## src/rtl/div_bank_pkg.sv

```systemverilog
package div_bank_pkg;

  typedef enum logic {
    TAPS_2_3 = 1'b0,
    TAPS_2_4 = 1'b1
  } tap_mode_e;

  function automatic int unsigned tap_b_ratio(tap_mode_e mode);
    return (mode == TAPS_2_4) ? 4 : 3;
  endfunction

  function automatic logic n_in_range(int unsigned n, int unsigned lo, int unsigned hi);
    return (n >= lo) && (n <= hi);
  endfunction

  // power-of-two ratio R needs N % 2R == 0, any other ratio needs N == 2R
  function automatic logic tap_rule_ok(int unsigned ratio, int unsigned n);
    if ((ratio & (ratio - 1)) == 0) return (n % (2 * ratio)) == 0;
    return n == 2 * ratio;
  endfunction

endpackage

```

## src/rtl/div_bank_ctrl.sv

```systemverilog
module div_bank_ctrl
  import div_bank_pkg::*;
#(
  parameter int unsigned N_W     = 7,
  parameter int unsigned N_MIN   = 4,
  parameter int unsigned N_MAX   = 127,
  parameter int unsigned N_RST   = 8,
  parameter int unsigned RATIO_A = 2,
  parameter int unsigned RATIO_B = 3
) (
  input  logic           clk_i,
  input  logic           rst_ni,
  input  logic           sync_rst_i,
  input  logic [N_W-1:0] n_i,
  input  logic           load_i,
  input  logic           wrap_i,
  input  logic [1:0]     tap_en_i,
  output logic [N_W-1:0] n_act_o,
  output logic [N_W-1:0] n_next_o,
  output logic           bad_n_o,
  output logic           ratio_err_o
);

  localparam logic [N_W-1:0] RST_V = N_W'(N_RST);

  logic [N_W-1:0] n_q, pend_q, cand;
  logic           pend_vld_q, bad_q, err_q;
  logic           load_ok, cand_vld, viol;

  assign load_ok  = load_i && n_in_range(32'(n_i), N_MIN, N_MAX);
  assign cand     = load_ok ? n_i : pend_q;
  assign cand_vld = load_ok || pend_vld_q;
  assign n_next_o = (wrap_i && cand_vld) ? cand : n_q;

  assign viol = (tap_en_i[0] && !tap_rule_ok(RATIO_A, 32'(n_q))) ||
                (tap_en_i[1] && !tap_rule_ok(RATIO_B, 32'(n_q)));

  always_ff @(posedge clk_i or negedge rst_ni) begin
    if (!rst_ni) begin
      n_q        <= RST_V;
      pend_q     <= RST_V;
      pend_vld_q <= 1'b0;
      bad_q      <= 1'b0;
      err_q      <= 1'b0;
    end else if (sync_rst_i) begin
      n_q        <= RST_V;
      pend_q     <= RST_V;
      pend_vld_q <= 1'b0;
      bad_q      <= 1'b0;
      err_q      <= 1'b0;
    end else begin
      n_q <= n_next_o;
      if (wrap_i) begin
        pend_vld_q <= 1'b0;
      end else if (load_ok) begin
        pend_q     <= n_i;
        pend_vld_q <= 1'b1;
      end
      if (load_i) bad_q <= !load_ok;
      err_q <= err_q || viol;
    end
  end

  assign n_act_o     = n_q;
  assign bad_n_o     = bad_q;
  assign ratio_err_o = err_q;

endmodule

```

## src/rtl/div_bank_core.sv

```systemverilog
module div_bank_core #(
  parameter int unsigned N_W   = 7,
  parameter int unsigned N_RST = 8
) (
  input  logic           clk_i,
  input  logic           rst_ni,
  input  logic           sync_rst_i,
  input  logic [N_W-1:0] n_act_i,
  input  logic [N_W-1:0] n_next_i,
  output logic           wrap_o,
  output logic           divn_o
);

  localparam logic [N_W-1:0] ONE    = N_W'(1);
  localparam logic [N_W-1:0] CNT_RST = N_W'(N_RST - 1);

  logic [N_W-1:0] cnt_q, cnt_d;
  logic           divn_q;

  assign wrap_o = (cnt_q == n_act_i - ONE);
  assign cnt_d  = wrap_o ? '0 : cnt_q + ONE;

  // reset parks the count on the last (low) phase of an N_RST period
  always_ff @(posedge clk_i or negedge rst_ni) begin
    if (!rst_ni) begin
      cnt_q  <= CNT_RST;
      divn_q <= 1'b0;
    end else if (sync_rst_i) begin
      cnt_q  <= CNT_RST;
      divn_q <= 1'b0;
    end else begin
      cnt_q  <= cnt_d;
      divn_q <= cnt_d < (n_next_i >> 1);
    end
  end

  assign divn_o = divn_q;

endmodule

```

## src/rtl/div_bank_tap.sv

```systemverilog
module div_bank_tap #(
  parameter int unsigned RATIO = 2
) (
  input  logic clk_i,
  input  logic rst_ni,
  input  logic sync_rst_i,
  input  logic restart_i,
  input  logic en_i,
  output logic tap_o
);

  localparam int unsigned   K_W    = $clog2(RATIO);
  localparam logic [K_W-1:0] LAST  = K_W'(RATIO - 1);
  localparam logic [K_W-1:0] HALF  = K_W'(RATIO / 2);
  localparam logic [K_W-1:0] K_ONE = K_W'(1);

  logic [K_W-1:0] k_q, k_d;
  logic           tap_q;

  assign k_d = (restart_i || k_q == LAST) ? '0 : k_q + K_ONE;

  always_ff @(posedge clk_i or negedge rst_ni) begin
    if (!rst_ni) begin
      k_q   <= LAST;
      tap_q <= 1'b0;
    end else if (sync_rst_i) begin
      k_q   <= LAST;
      tap_q <= 1'b0;
    end else begin
      k_q   <= k_d;
      tap_q <= k_d < HALF;
    end
  end

  assign tap_o = tap_q && en_i;

endmodule

```

## src/rtl/div_bank.sv

```systemverilog
module div_bank
  import div_bank_pkg::*;
#(
  parameter int unsigned N_W      = 7,
  parameter int unsigned N_MIN    = 4,
  parameter int unsigned N_MAX    = 127,
  parameter int unsigned N_RST    = 8,
  parameter tap_mode_e   TAP_MODE = TAPS_2_3
) (
  input  logic           clk_i,
  input  logic           rst_ni,
  input  logic           sync_rst_i,
  input  logic [N_W-1:0] n_i,
  input  logic           load_i,
  input  logic [1:0]     tap_en_i,
  output logic           divn_o,
  output logic           tap_a_o,
  output logic           tap_b_o,
  output logic           bad_n_o,
  output logic           ratio_err_o
);

  localparam int unsigned RATIO_A = 2;
  localparam int unsigned RATIO_B = tap_b_ratio(TAP_MODE);

  logic [N_W-1:0] n_act, n_next;
  logic           wrap;
  logic [1:0]     tap_w;

  div_bank_ctrl #(
    .N_W(N_W), .N_MIN(N_MIN), .N_MAX(N_MAX), .N_RST(N_RST),
    .RATIO_A(RATIO_A), .RATIO_B(RATIO_B)
  ) u_ctrl (
    .clk_i       (clk_i),
    .rst_ni      (rst_ni),
    .sync_rst_i  (sync_rst_i),
    .n_i         (n_i),
    .load_i      (load_i),
    .wrap_i      (wrap),
    .tap_en_i    (tap_en_i),
    .n_act_o     (n_act),
    .n_next_o    (n_next),
    .bad_n_o     (bad_n_o),
    .ratio_err_o (ratio_err_o)
  );

  div_bank_core #(.N_W(N_W), .N_RST(N_RST)) u_core (
    .clk_i      (clk_i),
    .rst_ni     (rst_ni),
    .sync_rst_i (sync_rst_i),
    .n_act_i    (n_act),
    .n_next_i   (n_next),
    .wrap_o     (wrap),
    .divn_o     (divn_o)
  );

  for (genvar g = 0; g < 2; g++) begin : g_tap
    div_bank_tap #(.RATIO(g == 0 ? RATIO_A : RATIO_B)) u_tap (
      .clk_i      (clk_i),
      .rst_ni     (rst_ni),
      .sync_rst_i (sync_rst_i),
      .restart_i  (wrap),
      .en_i       (tap_en_i[g]),
      .tap_o      (tap_w[g])
    );
  end

  assign tap_a_o = tap_w[0];
  assign tap_b_o = tap_w[1];

endmodule

```

## config.mk

```make
export PLATFORM = sky130hd
export DESIGN_NAME = div_bank
export DESIGN_NICKNAME = d
export VERILOG_FILES = /design/src/rtl/div_bank_pkg.sv /design/src/rtl/div_bank_ctrl.sv /design/src/rtl/div_bank_core.sv /design/src/rtl/div_bank_tap.sv /design/src/rtl/div_bank.sv
export SDC_FILE = /design/constraint.sdc
export NUM_CORES = 1
export LEC_CHECK = 0
export BUFFER_PORTS_ARGS = -buffer_cell sky130_fd_sc_hd__buf_4
export CAP_MARGIN = 30
export CELL_PAD_IN_SITES_DETAIL_PLACEMENT = 0
export CELL_PAD_IN_SITES_GLOBAL_PLACEMENT = 1
export CORE_MARGIN = 2
export CORE_UTILIZATION = 45
export CTS_BUF_LIST = sky130_fd_sc_hd__clkbuf_16
export DETAILED_ROUTE_END_ITERATION = 6
export PLACE_DENSITY_LB_ADDON = 0.1
export SYNTH_ARGS = -nofsm -noshare
export SYNTH_HDL_FRONTEND = slang
export SYNTH_SLANG_ARGS = --single-unit
export TNS_END_PERCENT = 30
```

## constraint.sdc

```tcl
create_clock -name clk_i -period 4.95 [get_ports clk_i]
set_input_delay 0.2475 -clock clk_i [delete_from_list [all_inputs] [get_ports clk_i]]
set_output_delay 0.2475 -clock clk_i [all_outputs]
set_load 0.01 [all_outputs]
```

# Word level (Yosys, flattened, before mapping)
# Cells that the tools add are included.
# totals
n_memories	0
ramBits	0
latch_bits	0
ff_bits	30
wordCells	62
output_inout_bits	5
rom_bits	0
inputBits	13
# op_classes
mul	0
n_div	0
muxes	20
bitwise	0
n_reduce_logical	18
order_cmp	4
n_eq_ne	4
n_addsub	4
shifts	0
# op_table
operator	n
7-bit two-way mux	7
32-bit logical NOT	1
1-bit two-way mux	11
7-bit by 1-bit adder with 7-bit output, second input constant	1
7-bit by 3-bit equality test with 1-bit output, second input constant	1
7-bit equality test	1
7-bit by 3-bit >= comparator with 1-bit output, second input constant	1
7-bit by 6-bit < comparator with 1-bit output	1
7-bit by 1-bit subtractor with 7-bit output, second input constant	1
1-bit logical AND	6
1-bit logical OR	5
2-bit two-way mux	2
2-bit nonzero test	2
1-bit logical NOT	3
3-bit nonzero test	1
2-bit by 1-bit adder with 2-bit output, second input constant	1
2-bit equality test, second input constant	1
2-bit by 1-bit < comparator with 1-bit output, second input constant	1
2-bit != test, second input constant	1
1-bit adder, second input constant	1
1-bit < comparator, second input constant	1

# Logic depth before layout (Yosys ltp)
# Gate-level depths: netlist (run 1).
# depth
word_depth	7
mapped_depth	14
depth_no_buf	13

# Hierarchy
# Synthesis (run 1) repeated with hierarchy kept, for this count alone.
# hier_totals
cells_unflattened	200
hier_area_um2	1920.6
# modules_own_cells
mod	seq_area_each_um2	n_inst	area_each_um2	cells_each
div_bank_ctrl	427.9	1	932.1	93
div_bank_core	203.9	1	779.5	91
div_bank_tap (g_tap[1].u_tap)	76.3	1	133.9	11
div_bank_tap (g_tap[0].u_tap)	51.3	1	75.1	5

# Worst setup path before layout (run 1)
# No wires, ideal clock.
# synth_timing
path_kind	register to register
from	register u_ctrl.n_q[2] (netlist: u_ctrl.n_act_o[2])
to	register u_core.divn_q (netlist: u_core.divn_o)
path_buffers	2
period_less_slack_ns	3.231
path_stages_with_launch	14
t_required_ns	4.819
setup_time_ns	0.131
arrival_time_ns	3.100
setup_slack_ns	1.719
path_cell_list	dfrtp_1 > buf_6 > or3_4 > or3_4 > a2111oi_4 > and2_1 > buf_4 > a31oi_1 > ha_1 > o21a_1 > o2111ai_1 > a31o_2 > nand3_1 > mux2i_1
# synth_between
elab_chain_cells	6
elab_cells_between_ends	7
classes_between	add/sub: 1; order compare: 1; eq/ne: 1; mux: 3; reduce/logical: 1
# synth_rtl
item	line_no	source
from (decl)	div_bank_ctrl.sv:26	logic [N_W-1:0] n_q, pend_q, cand;
from (signal assigned)	div_bank_ctrl.sv:52	n_q <= n_next_o;
7-bit by 1-bit subtractor with 7-bit output	div_bank_core.sv:20	assign wrap_o = (cnt_q == n_act_i - ONE);
7-bit equality test	div_bank_core.sv:20	
1-bit logical AND	div_bank_ctrl.sv:33	assign n_next_o = (wrap_i && cand_vld) ? cand : n_q;
7-bit two-way mux	div_bank_ctrl.sv:33	
7-bit by 6-bit < comparator with 1-bit output *	div_bank_core.sv:33	divn_q <= cnt_d < (n_next_i >> 1);
1-bit two-way mux *	div_bank_core.sv:28	end else if (sync_rst_i) begin
to (signal assigned)	div_bank_core.sv:33	
to (decl)	div_bank_core.sv:18	logic divn_q;
# Every way passes the cells marked *; elsewhere a longest branch is shown, timed or not. The select of a mux whose other input is x is not followed.
# A chain may end at the register's enable or synchronous reset.

# Final worst setup path (run 1)
# Ends and elaborated chain as after synthesis.

==> metrics.txt, run 1 <==
Root Buffer=clkbuf_16; Warnings, synthesis=0; CTS tree=done; period utilisation layout=78.7%; XOR/XNOR Fraction of Synth Area=6.43%; final setup vio count=0; Pint=871 µW; overall via count from detail_route=1456; Post-Synth Adder-Cell Area=6.56%; initial antenna violation count=0; Die Height=69.1 µm; CTS buffer count=5; Main synth FF type=dfrtp_1; largest net degree at the start of global routing=31; Cell Area, Synth=0.00191 mm²; Worst Tran Pin Value=808 ps; compound-gate portion of the synthesized area=13.6%; drt wl/cell=16.1 µm; CP Launch Type=flip-flop; Area Growth Syn to Fin=15.3%; Net Switching=621 µW; synthesized instance count=199; most frequent cells in the layout=33 x nand2_1, 23 x dfrtp_1, 18 x buf_4; placed inst area=0.00205 mm²; CTS HTree Levels=2; layout cells sized above 1=19.4%; Slew headroom=46.1%; #FFs+latches synth=30; drt drc=0; CTS-repair resized insts=0; data arrival time of the critical path=4020 ps; sequential cell area=759 µm²; Post-synth EDFFs=0; Reg power frac=26.5%; diode count=0; RSZ-0062 raised after global routing=no; area of the multi-input gates=0.00107 mm²; run status=finished, final reports clean; crit end category=flip-flop; post-CTS setup buffer count=0; Comb pwr share=54.6%; clock tree buffer depth=2; post-synthesis mux area share=9.70%; Num Clock Sinks=30; final clock skew=3.81 ps; vias in the first global route=1557; gr ovfl total=0; Synth cell types=45; 1st-iter DRT viols=67; Routed Antenna Nets=0; post-route cell area=0.00220 mm²; nets@finish=239; max-slew violation count=0; I/O Buffers=17; sw frac=41.6%; final hold violations=0; Buffers & Inverters on Critical Path=0; Crit path largest cell delay=740 ps; count of max-cap constraint violations=0; kind of critical path=reg2reg; Setup Total Neg Slack=0 ps; FP Rows=23; Net Count, Synth=222; Leak=0.00105 µW; crit path time final=3900 ps; Avg Cell Area, Syn=9.59 µm²; routed vias/inst=5.45; gpl congestion=0.823; clock share of power=18.9%; most frequent CP cell=or3_4; drt first pass iters=4; Die Wd=69.1 µm; crit path cell chain=or3_4, or3_4, a2111oi_4, and2_1, a31oi_1, ha_1, o21a_1, o2111ai_1, o31ai_1, mux2i_1; Critical Path RT=5070 ps; GRT Overall Usage=19.5%; commonest non-fill, non-tap cell in the layout=nand2_1; critical path fanouts, max=22; register area share after synthesis=39.8%; Max Freq=257 MHz; Simple-Gate Fraction of Synth Area=19.5%; Clock transition at path regs=50 ps; first-pass GRT wire length=7370 µm; die area=0.00478 mm²; largest family of logic cells by synthesized area=simple AND/OR/NAND/NOR gates; Crit-path slowest cell=and2_1; HP Class=in2reg; Pwr Density=678 mW/mm²; Filler cells=378; Top Ports=18; maximum vdd drop=0.329 mV; clock insertion delay at the later pin of the skew report=270 ps; detailed-placement wirelength estimate=3120 µm; CP delay by family, top=simple AND/OR/NAND/NOR gates; routed wire length=4310 µm; Post-synth ARST share=100%; core footprint=0.00403 mm²; starting density of the core=47.4%
## worst register-to-register path, delay by kind of cell (launching register included)
family,cells,cell delay [ps]
compound gates,5,1310
fa+ha+maj,1,370
flops,1,460
mux,1,110
simple gates,3,1500
## synth_stat cells (3+ instances only)
cell type  number  area share (%)
nand2_1        33             6.5
dfrtp_1        23              30
mux2i_1        14             7.3
nor2_1         11             2.2
ha_1           10             6.6
a21oi_1         8             2.1
dfstp_2         7             9.6
inv_1           7             1.4
o21ai_0         7             1.8
xnor2_1         7             3.2
xor2_1          7             3.2
clkbuf_1        5            0.98
nor3_1          5             1.3
a31oi_1         4             1.3
mux2_2          4             2.4
nor2b_1         4             1.3
and2_1          3            0.98
nand2b_1        3            0.98
nand3_1         3            0.79
## area by class of cell
cell class	instances	share of cell area, %
tap	50	2.84
multi-input combinational	152	48.4
inverter	8	1.36
clock buffer	5	5.69
sequential	30	34.5
clock inverter	3	0.569
timing repair buffer	19	6.59
## path summary, 6_finish.rpt
| path | start | to | slack [ps] | cells past startpoint |
|---|---|---|---|---|
| worst max-delay path | u_ctrl.n_act_o[2] | u_core.divn_o | 1050 | 10 |
| worst min-delay path | tap_en_i[1] | u_ctrl.ratio_err_o | 240 | 3 |
| worst max register to register | u_ctrl.n_act_o[2] | u_core.divn_o | 1050 | 10 |
| worst min register to register | g_tap[1].u_tap.k_q[0] | g_tap[1].u_tap.k_q[0] | 460 | 1 |
| max in group asynchronous | rst_ni | u_ctrl.n_act_o[3] | 4170 | 2 |
| min in group asynchronous | rst_ni | u_core.cnt_q[4] | 440 | 2 |
## registers in the layout, indices dropped and copies added, names as in the netlist
register,flops
u_core.cnt_q,7
u_core.divn_o,1
g_tap.u_tap.tap_q,2
u_ctrl.pend_q,7
g_tap.u_tap.k_q,3
u_ctrl.bad_n_o,1
u_ctrl.n_act_o,7
u_ctrl.pend_vld_q,1
u_ctrl.ratio_err_o,1
## routing by layer
layer	vias up	part of all wire [%]	global-route usage, %
li1	726	-	-
met5	-	0	0
met4	0	2.5	9.37
met2	26	48	30.8
met3	8	4.0	5.41
met1	696	45	24.6
## power by group through the flow
stage	combinational [µW]	clock [µW]	sequential (µW)
6_report	814	283	395
5_1_grt	909	301	405
4_1_cts	816	291	395
3_5_place_dp	811	0	398
3_3_place_gp	776	0	396
2_1_floorplan	681	0	374
## logic make-up after synthesis
kind of cell	Yosys count
DFF	30
muxes	18
AOI/OAI and AO/OA	36
buffers and inverters	17
xor gates and xnor gates	14
and+or+nand+nor	74
adders and majority gates	10
## metrics by stage
step	hold slack, ps	cells	power (µW)	utilization, %	worst slack (ps)
floorplan	-48.1	199	1060	-	1720
global placement	198	258	1170	51.0	1240
detailed placement	209	258	1210	51.0	1080
CTS	232	267	1500	54.6	1070
global route	263	267	1620	54.6	773
finish	237	267	1490	54.6	1050
## what timing repair did
action	CTS	global route
setup endpoints to repair	0	0
hold endpoints to repair	23	0
hold buffers	1	0
Power figures use the tool's default switching activity.
==> run 2: changes to the inputs <==
clock period = 3.84 ns   (was 4.95 ns; I/O delays follow)
==> run 2 against run 1 <==
Effect of this change: fmax rose by 15%; flip-flop and latch count did not move; critical path depth rose by 2; utilization rose by 0.53 points; total power rose by 32%; first-iteration DRC count rose by 67%; wire length rose by 1.4%; clock power rose by 30%; die area did not move.
==> metrics.txt, run 2 (synthesized netlist as in run 1, its figures left out) <==
kind of critical path=reg2reg; data arrival time of the critical path=3580 ps; nets@finish=242; CP Launch Type=flip-flop; final clock skew=4.69 ps; Routed Antenna Nets=0; CTS tree=done; diode count=0; run status=finished, final reports clean; final setup vio count=0; drt wl/cell=16.2 µm; Num Clock Sinks=30; die area=0.00478 mm²; overall via count from detail_route=1467; end point of the critical path=u_core.divn_o; critical path fanouts, max=13; Area Growth Syn to Fin=16.5%; vias in the first global route=1500; HP Class=in2reg; commonest non-fill, non-tap cell in the layout=nand2_1; count of max-cap constraint violations=0; CP Launch Point=u_ctrl.n_act_o[2]; CTS buffer count=5; I/O Buffers=17; detailed-placement wirelength estimate=3140 µm; Clock transition at path regs=50 ps; routed vias/inst=5.43; drt drc=0; GRT Overall Usage=20.3%; routed wire length=4370 µm; crit path time final=3390 ps; RSZ-0062 raised after global routing=no; CTS-repair resized insts=0; Critical Path RT=4040 ps; Top Ports=18; layout cells sized above 1=20.0%; maximum vdd drop=0.425 mV; gpl congestion=0.840; core footprint=0.00403 mm²; Worst Tran Pin Value=617 ps; CTS HTree Levels=2; Root Buffer=clkbuf_16; Pwr Density=889 mW/mm²; Max Freq=295 MHz; RR Startpoint=u_ctrl.n_act_o[2]; Die Wd=69.1 µm; Leak=0.00106 µW; Die Height=69.1 µm; first-pass GRT wire length=7670 µm; hold buffer count at CTS=1; 1st-iter DRT viols=112; WHS=182 ps; most frequent cells in the layout=33 x nand2_1, 23 x dfrtp_1, 21 x buf_4; final hold violations=0; Setup Total Neg Slack=0 ps; gr ovfl total=0; Worst Reg2Reg Path Length in Cells=12; drt first pass iters=4; starting density of the core=47.4%; r2r endpoint=u_core.divn_o; FP Rows=23; largest net degree at the start of global routing=31; Crit path largest cell delay=470 ps; Post-Place Cells=261; Finished Layout Cells=270; clock insertion delay at the later pin of the skew report=280 ps; max-slew violation count=0; reg-to-reg slack, setup=450 ps; clock tree buffer depth=2; initial antenna violation count=0; Crit-path slowest cell=dfrtp_1; Slew headroom=58.9%; post-CTS setup buffer count=0; period utilisation layout=88.2%; crit path cell chain=or3_4, or3_4, a2111oi_4, buf_4, and2_1, buf_4, nor2_1, ha_1, a21o_1, a211oi_1, o31ai_1, mux2i_1; crit end category=flip-flop; Total Power=1980 µW
==> run 2: worst max-delay path: cells and delay by family, from the launching register on <==
kind,cells,cell delay (ps)
AO/OA/AOI/OAI,4,930
adder cells (fa/ha/maj),1,320
buffers and inverters,2,420
flip-flops,1,470
multiplexers,1,140
AND/OR/NAND/NOR,4,1030
==> run 2: power breakdown <==
part           total, µW  switching, µW  internal (µW)
clock                367            135            233
sequential           513           85.3            428
combinational       1090            593            501
total               1980            813           1160
==> run 2: area by class of cell <==
type	count	area (µm²)
Fill cell	377	1810
Multi-Input combinational cell	152	1070
Sequential cell	30	759
Timing Repair Buffer	22	168
Clock buffer	5	125
Tap cell	50	62.6
Inverter	8	30.0
Clock inverter	3	11.3
==> run 2: worst min path at each step <==
stage               cells after the start  slack, ps  startpoint                   end
floorplan                               0       -100      rst_ni  g_tap[0].u_tap.tap_q
global placement                        1        140      rst_ni       u_core.cnt_q[3]
detailed placement                      1        150      rst_ni       u_core.cnt_q[3]
CTS                                     3        180      n_i[0]      u_ctrl.pend_q[0]
global route                            3        190      n_i[0]      u_ctrl.pend_q[0]
finish                                  3        180      n_i[0]      u_ctrl.pend_q[0]
==> run 2: per-layer routing <==
metal  global-route usage [%]  share of wire, %  up-vias
li1                         -                 -      730
met1                     28.1                48      702
met2                     31.1                48       27
met3                     4.82               2.6        8
met4                     7.19               1.7        0
met5                        0                 0        -
==> run 2: per-stage QoR <==
| step | util, % | worst slack [ps] | instance area, µm² |
|---|---|---|---|
| floorplan | - | 609 | 1910 |
| global placement | 51.5 | 650 | 2080 |
| detailed placement | 51.5 | 554 | 2080 |
| CTS | 55.2 | 480 | 2220 |
| global route | 55.2 | 216 | 2220 |
| finish | 55.2 | 455 | 2220 |
